### config.mk
export PLATFORM = sky130hd
export DESIGN_NAME = tiny_acc_cpu
export DESIGN_NICKNAME = d
export VERILOG_FILES = /design/src/rtl/acc_cpu_pkg.sv /design/src/rtl/acc_cpu_dec.sv /design/src/rtl/acc_cpu_alu.sv /design/src/rtl/acc_cpu_ram.sv /design/src/rtl/acc_cpu_seq.sv /design/src/rtl/tiny_acc_cpu.sv
export SDC_FILE = /design/constraint.sdc
export NUM_CORES = 1
export LEC_CHECK = 0
export BUFFER_PORTS_ARGS = -buffer_cell sky130_fd_sc_hd__buf_4
export CAP_MARGIN = 20
export CORE_MARGIN = 3
export CORE_UTILIZATION = 35
export CTS_CLUSTER_SIZE = 40
export DETAILED_ROUTE_END_ITERATION = 7
export PLACE_DENSITY_LB_ADDON = 0.15
export SYNTH_ARGS = -nofsm -noshare
export SYNTH_HDL_FRONTEND = slang
export SYNTH_SLANG_ARGS = --single-unit
### constraint.sdc
create_clock -name clk -period 4.6 [get_ports clk]
set_input_delay 0.69 -clock clk [delete_from_list [all_inputs] [get_ports clk]]
set_output_delay 0.69 -clock clk [all_outputs]
set_load 0.03 [all_outputs]
### src/rtl/acc_cpu_pkg.sv
`timescale 1ns/1ps
package acc_cpu_pkg;

   localparam logic [2:0] OPC_EXT  = 3'd0;
   localparam logic [2:0] OPC_STA  = 3'd1;
   localparam logic [2:0] OPC_AND  = 3'd2;
   localparam logic [2:0] OPC_ADC  = 3'd3;
   localparam logic [2:0] OPC_JC   = 3'd4;
   localparam logic [2:0] OPC_JNZ  = 3'd5;
   localparam logic [2:0] OPC_CALL = 3'd6;
   localparam logic [2:0] OPC_LDA  = 3'd7;

   typedef enum logic [1:0] {
      ST_FETCH  = 2'd0,
      ST_DECODE = 2'd1,
      ST_EXEC   = 2'd2,
      ST_HALT   = 2'd3
   } seq_state_e;

   typedef enum logic [4:0] {
      I_NOP, I_NOT, I_ROR, I_ROL, I_IN, I_OUT, I_CLRA, I_CLRC,
      I_INC, I_DEC, I_RET, I_HLT, I_STA, I_AND, I_ADC, I_JC,
      I_JNZ, I_CALL, I_LDA
   } instr_e;

endpackage

### src/rtl/acc_cpu_dec.sv
`timescale 1ns/1ps
module acc_cpu_dec
   import acc_cpu_pkg::*;
#(
   parameter int ADR_W = 5
) (
   input  logic [2:0]       op_i,
   input  logic [ADR_W-1:0] fld_i,
   output instr_e           ins_o
);

   logic hi_zero;

   generate
      if (ADR_W == 5) begin : g_narrow
         assign hi_zero = 1'b1;
      end else begin : g_wide
         assign hi_zero = ~|fld_i[ADR_W-1:5];
      end
   endgenerate

   always_comb begin
      ins_o = I_NOP;
      case (op_i)
         OPC_EXT: begin
            if (&fld_i) begin
               ins_o = I_HLT;
            end else if (hi_zero) begin
               case (fld_i[4:0])
                  5'd1:    ins_o = I_NOT;
                  5'd2:    ins_o = I_ROR;
                  5'd3:    ins_o = I_ROL;
                  5'd4:    ins_o = I_IN;
                  5'd5:    ins_o = I_OUT;
                  5'd6:    ins_o = I_CLRA;
                  5'd7:    ins_o = I_CLRC;
                  5'd8:    ins_o = I_INC;
                  5'd9:    ins_o = I_DEC;
                  5'd10:   ins_o = I_RET;
                  default: ins_o = I_NOP;
               endcase
            end
         end
         OPC_STA:  ins_o = I_STA;
         OPC_AND:  ins_o = I_AND;
         OPC_ADC:  ins_o = I_ADC;
         OPC_JC:   ins_o = I_JC;
         OPC_JNZ:  ins_o = I_JNZ;
         OPC_CALL: ins_o = I_CALL;
         default:  ins_o = I_LDA;
      endcase
   end

endmodule

### src/rtl/acc_cpu_alu.sv
`timescale 1ns/1ps
module acc_cpu_alu
   import acc_cpu_pkg::*;
#(
   parameter int W = 8
) (
   input  instr_e         ins_i,
   input  logic [W-1:0]   acc_i,
   input  logic [W-1:0]   mem_i,
   input  logic [W-1:0]   kbd_i,
   input  logic           c_i,
   output logic [W-1:0]   acc_o,
   output logic           acc_we_o,
   output logic           c_o,
   output logic           c_we_o
);

   logic [W-1:0] ror_v;
   logic [W-1:0] rol_v;
   logic [W:0]   sum_v;

   generate
      for (genvar i = 0; i < W; i++) begin : g_rot
         assign ror_v[i] = acc_i[(i + 1) % W];
         assign rol_v[i] = acc_i[(i + W - 1) % W];
      end
   endgenerate

   assign sum_v = {1'b0, acc_i} + {1'b0, mem_i} + {{W{1'b0}}, c_i};

   always_comb begin
      acc_o    = acc_i;
      acc_we_o = 1'b1;
      c_o      = c_i;
      c_we_o   = 1'b0;
      case (ins_i)
         I_NOT:  acc_o = ~acc_i;
         I_ROR:  acc_o = ror_v;
         I_ROL:  acc_o = rol_v;
         I_IN:   acc_o = kbd_i;
         I_CLRA: acc_o = '0;
         I_INC:  acc_o = acc_i + 1'b1;
         I_DEC:  acc_o = acc_i - 1'b1;
         I_AND:  acc_o = acc_i & mem_i;
         I_LDA:  acc_o = mem_i;
         I_ADC: begin
            acc_o  = sum_v[W-1:0];
            c_o    = sum_v[W];
            c_we_o = 1'b1;
         end
         I_CLRC: begin
            acc_we_o = 1'b0;
            c_o      = 1'b0;
            c_we_o   = 1'b1;
         end
         default: acc_we_o = 1'b0;
      endcase
   end

endmodule

### src/rtl/acc_cpu_ram.sv
`timescale 1ns/1ps
module acc_cpu_ram #(
   parameter int AW = 5,
   parameter int W  = 8
) (
   input  logic          clk,
   input  logic          we_i,
   input  logic [AW-1:0] waddr_i,
   input  logic [W-1:0]  wdata_i,
   input  logic [AW-1:0] raddr_i,
   output logic [W-1:0]  rdata_o
);

   localparam int DEPTH = 1 << AW;

   logic [W-1:0] mem_q [DEPTH];

   always_ff @(posedge clk) begin
      if (we_i) begin
         mem_q[waddr_i] <= wdata_i;
      end
   end

   assign rdata_o = mem_q[raddr_i];

endmodule

### src/rtl/acc_cpu_seq.sv
`timescale 1ns/1ps
module acc_cpu_seq
   import acc_cpu_pkg::*;
(
   input  logic       clk,
   input  logic       rst_n,
   input  instr_e     ins_i,
   output seq_state_e state_o
);

   seq_state_e state_q;
   seq_state_e state_d;

   always_comb begin
      state_d = state_q;
      case (state_q)
         ST_FETCH:  state_d = ST_DECODE;
         ST_DECODE: state_d = (ins_i == I_HLT) ? ST_HALT : ST_EXEC;
         ST_EXEC:   state_d = ST_FETCH;
         default:   state_d = ST_HALT;
      endcase
   end

   always_ff @(posedge clk or negedge rst_n) begin
      if (!rst_n) begin
         state_q <= ST_FETCH;
      end else begin
         state_q <= state_d;
      end
   end

   assign state_o = state_q;

   AST_HALT_STICKY: assert property (@(posedge clk) disable iff (!rst_n)
      (state_q == ST_HALT) |=> (state_q == ST_HALT));
   AST_FETCH_TO_DECODE: assert property (@(posedge clk) disable iff (!rst_n)
      (state_q == ST_FETCH) |=> (state_q == ST_DECODE));
   AST_EXEC_TO_FETCH: assert property (@(posedge clk) disable iff (!rst_n)
      (state_q == ST_EXEC) |=> (state_q == ST_FETCH));

endmodule

### src/rtl/tiny_acc_cpu.sv
`timescale 1ns/1ps
module tiny_acc_cpu
   import acc_cpu_pkg::*;
#(
   parameter int ADR_W = 5
) (
   input  logic                 clk,
   input  logic                 rst_n,
   input  logic                 load_we_i,
   input  logic [ADR_W-1:0]     load_addr_i,
   input  logic [ADR_W+2:0]     load_data_i,
   input  logic [ADR_W+2:0]     kbd_i,
   output logic [ADR_W+2:0]     led_o,
   output logic                 halted_o,
   output logic [ADR_W-1:0]     pc_o,
   output logic [ADR_W+2:0]     acc_o,
   output logic                 carry_o,
   output logic                 zero_o
);

   localparam int OPC_W  = 3;
   localparam int DATA_W = OPC_W + ADR_W;

   generate
      if (ADR_W < 5 || ADR_W > 8) begin : g_bad_width
         $error("tiny_acc_cpu: ADR_W must lie between 5 and 8");
      end
   endgenerate

   seq_state_e         state_q;
   instr_e             ins;
   logic [ADR_W-1:0]   pc_q;
   logic [ADR_W-1:0]   ad_q;
   logic [ADR_W-1:0]   stk_q;
   logic [DATA_W-1:0]  ir_q;
   logic [DATA_W-1:0]  acc_q;
   logic [DATA_W-1:0]  led_q;
   logic               c_q;
   logic               z_q;

   logic [DATA_W-1:0]  ram_rd;
   logic [ADR_W-1:0]   ram_ra;
   logic [ADR_W-1:0]   ram_wa;
   logic [DATA_W-1:0]  ram_wd;
   logic               ram_we;
   logic               exec_en;

   logic [DATA_W-1:0]  alu_acc;
   logic               alu_acc_we;
   logic               alu_c;
   logic               alu_c_we;

   acc_cpu_seq i_seq (
      .clk     (clk),
      .rst_n   (rst_n),
      .ins_i   (ins),
      .state_o (state_q)
   );

   acc_cpu_dec #(.ADR_W(ADR_W)) i_dec (
      .op_i  (ir_q[DATA_W-1:ADR_W]),
      .fld_i (ir_q[ADR_W-1:0]),
      .ins_o (ins)
   );

   acc_cpu_alu #(.W(DATA_W)) i_alu (
      .ins_i    (ins),
      .acc_i    (acc_q),
      .mem_i    (ram_rd),
      .kbd_i    (kbd_i),
      .c_i      (c_q),
      .acc_o    (alu_acc),
      .acc_we_o (alu_acc_we),
      .c_o      (alu_c),
      .c_we_o   (alu_c_we)
   );

   assign exec_en = (state_q == ST_EXEC);
   assign ram_ra  = (state_q == ST_FETCH) ? pc_q : ad_q;
   assign ram_we  = (!rst_n && load_we_i) || (exec_en && ins == I_STA);
   assign ram_wa  = rst_n ? ad_q  : load_addr_i;
   assign ram_wd  = rst_n ? acc_q : load_data_i;

   acc_cpu_ram #(.AW(ADR_W), .W(DATA_W)) i_ram (
      .clk     (clk),
      .we_i    (ram_we),
      .waddr_i (ram_wa),
      .wdata_i (ram_wd),
      .raddr_i (ram_ra),
      .rdata_o (ram_rd)
   );

   always_ff @(posedge clk or negedge rst_n) begin
      if (!rst_n) begin
         pc_q  <= '0;
         ad_q  <= '0;
         stk_q <= '0;
         ir_q  <= '0;
         acc_q <= '0;
         led_q <= '0;
         c_q   <= 1'b0;
         z_q   <= 1'b0;
      end else begin
         case (state_q)
            ST_FETCH: begin
               ir_q <= ram_rd;
               ad_q <= pc_q;
            end
            ST_DECODE: begin
               pc_q <= pc_q + 1'b1;
               ad_q <= ir_q[ADR_W-1:0];
            end
            ST_EXEC: begin
               if (alu_acc_we) begin
                  acc_q <= alu_acc;
                  z_q   <= ~|alu_acc;
               end
               if (alu_c_we) begin
                  c_q <= alu_c;
               end
               case (ins)
                  I_OUT:  led_q <= acc_q;
                  I_JC:   if (c_q)  pc_q <= ad_q;
                  I_JNZ:  if (!z_q) pc_q <= ad_q;
                  I_CALL: begin
                     stk_q <= pc_q;
                     pc_q  <= ad_q;
                  end
                  I_RET:  pc_q <= stk_q;
                  default: ;
               endcase
            end
            default: ;
         endcase
      end
   end

   assign led_o    = led_q;
   assign halted_o = (state_q == ST_HALT);
   assign pc_o     = pc_q;
   assign acc_o    = acc_q;
   assign carry_o  = c_q;
   assign zero_o   = z_q;

   AST_PC_STEP: assert property (@(posedge clk) disable iff (!rst_n)
      (state_q == ST_DECODE) |=> (pc_q == ADR_W'($past(pc_q) + 1'b1)));
   AST_ACC_HOLD: assert property (@(posedge clk) disable iff (!rst_n)
      (state_q != ST_EXEC) |=> $stable(acc_q));
   AST_PC_FROZEN: assert property (@(posedge clk) disable iff (!rst_n)
      halted_o |=> $stable(pc_q));
   AST_CALL_SAVE: assert property (@(posedge clk) disable iff (!rst_n)
      (exec_en && ins == I_CALL) |=> (stk_q == $past(pc_q) && pc_q == $past(ad_q)));
   AST_CARRY_KEEP: assert property (@(posedge clk) disable iff (!rst_n)
      (!(exec_en && (ins == I_ADC || ins == I_CLRC))) |=> $stable(c_q));
   AST_LED_HOLD: assert property (@(posedge clk) disable iff (!rst_n)
      (!(exec_en && ins == I_OUT)) |=> $stable(led_q));
   AST_ZERO_TRACK: assert property (@(posedge clk) disable iff (!rst_n)
      (exec_en && alu_acc_we) |=> (z_q == (acc_q == '0)));

endmodule

==> impl_metrics.toml <==
[status]
outcome = "finished clean"

[cts]
clock_latency_ns = 0.53
path_clk_slew_ns = 0.06
ctsHoldBuffers = 0
cts_tree = "built"
clock_path_buffers = 3
htree_levels = 2
cts_root_buf = "clkbuf_16"
clock_sinks = 299
cts_made_buffers = 35

[placed_design]
hpwl_mm = 28.5
io_buffer_count = 47
gp_congestion = 0.874
placed_cell_area_sq_um = 15300

[run]
cap_viol_max_count = 0

[timing]
fin_skew_ns = 0.0279
tightest_slew_ns = 1.08
hold_viol = 0
period_share_pct = 95.3
hold_slack_ns = 0.128
setup_viol = 0
max_slew_margin_pct = 27.7
max_freq_ghz = 0.228
final_max_slew_viol_count = 0
final.min_clock_period_ns = 4.38
rsz0062_at_grt = "no"

[global_route]
antenna_found_initial = 0
grt.total_usage_pct = 19.9
grt_pass1_vias = 9581
grt-ovfl-total = 0
grt_pass1_wl_mm = 62.6
grt_max_degree = 36

[detailed_routing]
num_vias = 9513
drtIter0Drc = 923
viasPerCell = 5.52
drt_pass1_iterations = 6
drcViolationCount = 0
wire_per_inst_um = 24.0
wl_mm = 41.4
drtAntennaViolNets = 0

[logic_synthesis]
synth.distinct_cells = 78
synth_area_sq_um = 13900
ys_ff_latch = 299
synth-main-ff-cell = "edfxtp_1"
netlist_instances = 1056
synth_top_area_cell = "edfxtp_1"
synth_top_area_share_pct = 55.4
yosysWarningCount = 0
async_flop_share_pct = 14.4
syn_avg_cell_area_sq_um = 13.1
ys_top_cells_by_area = "edfxtp_1 55%, dfrtp_1 7.8%, mux4_2 3.9%, nand2_1 3.5%, mux2_2 2.9%"
synth_edf_count = 256
syn-num-nets = 1102
ys_seq_area_share_pct = 63.1

[final_layout]
area_growth_pct = 19.1
design_area_sq_um = 16500
layout.nets = 1225
drive_gt1_share_pct = 23.1
n_antenna_cell = 0

[die]
ios = 48
die_h_um = 205
initial_core_util_pct = 35.7
die_area_sq_um = 42100
rows = 72
fp.dieW_um = 205
core_area_sq_um = 38900

[power_and_ir_drop]
p_leak_nw = 6.04
p_per_area_nw_per_um2 = 783
peakVddDrop_uv = 278

[critical_path]
critPathArrivalTime_ns = 4.85
worstPathMaxFanout = 22
path_class = "register to register"
cp_data_required_time_ns = 5.07
cp-end-kind = "register"
worstSetupStartpointType = "register"

[worst_hold_path]
holdCritPathClass = "primary input to asynchronous set/reset pin"
==> cells in the final DEF, fill, tap and decap left out, drive strengths merged, types with 5 or more instances in the layout <==
cell / instances
a211oi: 8
o22ai: 16
a32o: 5
o21ai: 36
dfrtp: 43
nor2: 73
ha: 19
a22oi: 10
buf: 145
mux4: 24
nand4: 7
a22o: 6
xnor2: 7
and3: 11
a21o: 6
inv: 32
nand2: 130
nor3: 14
a32oi: 17
clkbuf: 52
mux2: 39
a21oi: 64
a31oi: 17
edfxtp: 256
clkinv: 9
mux2i: 31
nor2b: 10
nand2b: 14
nand3: 24
==> critical path, cell delays in order (launching register included) <==
cell      delay [ns]
dfrtp_1         0.40
inv_1           0.11
ha_4            0.18
buf_4           0.26
mux2i_2         0.30
buf_6           0.25
nand2_1         0.08
a32o_1          0.29
o41ai_4         0.55
ha_1            0.32
nor2b_1         0.14
o31a_1          0.25
o21ai_0         0.16
nand2b_1        0.11
xor2_1          0.16
a221oi_2        0.27
o21a_1          0.17
and3_1          0.15
a32o_1          0.16
==> synth_stat cells (16+ instances only) <==
| cell | count |
|---|---|
| mux4_2 | 24 |
| o22ai_1 | 16 |
| a21oi_1 | 64 |
| dfrtp_1 | 43 |
| nand2_1 | 130 |
| ha_1 | 19 |
| clkbuf_1 | 35 |
| inv_1 | 29 |
| o21ai_0 | 21 |
| nand3_1 | 24 |
| mux2i_1 | 31 |
| a32oi_1 | 17 |
| edfxtp_1 | 256 |
| a31oi_1 | 16 |
| mux2_2 | 36 |
| nor2_1 | 72 |
==> state kept, by name, summed over array words and instances (netlist names) <==
signal,flops
acc_o,8
ad_q,5
carry_o,1
i_ram.mem_q,256
i_seq.state_o,2
ir_q,8
led_o,8
pc_o,5
stk_q,5
zero_o,1
==> per-layer routing <==
layer | GRT usage, % | share of wire (%)
met1 | 28.5 | 46
met4 | 4.17 | 1.5
met2 | 32.6 | 48
met5 | 0 | 0
met3 | 2.76 | 5.3
==> repair_timing <==
item	in CTS	in global routing
pin swaps	0	5
setup endpoints to repair	1	5
gates resized for setup	5	17
setup buffers	0	11
gates cloned	0	0
==> metrics by stage <==
step	power [mW]	util, %	std cells	worst slack, ns	TNS [ns]
finish	12.9	42.5	1724	0.216	0
CTS	12.7	42.0	1713	0.0209	0
global route	13.7	42.5	1724	0.00379	0
global placement	10.1	39.3	1649	-0.0251	-0.0251
floorplan	7.60	-	1056	0.367	0
detailed placement	10.0	39.3	1649	-0.0753	-0.0753
==> final cells by class <==
class / instances / area (sq um)
inverters: 30 / 113
clock buffers: 52 / 971
multi-input cells: 668 / 4830
flip-flops and latches: 299 / 8760
clock inverters: 12 / 77.6
well taps: 518 / 648
fillers: 3685 / 22400
repair buffers: 145 / 1130
==> cell families after synthesis <==
kind of cell | count (synthesis) | synth area share, %
multiplexers | 94 | 9.35
XOR/XNOR | 11 | 0.694
AND/OR/NAND/NOR | 306 | 10.1
adder cells (fa/ha/maj) | 22 | 2.15
flip-flops | 299 | 63.1
buffers and inverters | 89 | 2.80
AO/OA/AOI/OAI | 235 | 11.8
==> power by group <==
| group | internal, mW | switching [mW] |
|---|---|---|
| registers | 3.32 | 0.335 |
| logic | 2.73 | 4.00 |
| clock network | 1.47 | 1.09 |
==> worst paths after layout <==
path | start | to | slack [ns] | cells after the start
min reg2reg | led_o[0]$_DFFE_PN0P_ | led_o[0]$_DFFE_PN0P_ | 0.50 | 1
max | i_seq.state_o[1]$_DFF_PN0_ | zero_o$_DFFE_PN0P_ | 0.22 | 18
max reg2reg | i_seq.state_o[1]$_DFF_PN0_ | zero_o$_DFFE_PN0P_ | 0.22 | 18
min in group clk | led_o[0]$_DFFE_PN0P_ | led_o[0]$_DFFE_PN0P_ | 0.50 | 1
min | rst_n | pc_o[1]$_DFFE_PN0P_ | 0.13 | 1
max in group asynchronous | rst_n | led_o[1]$_DFFE_PN0P_ | 3.67 | 2
Power figures use the tool's default switching activity.
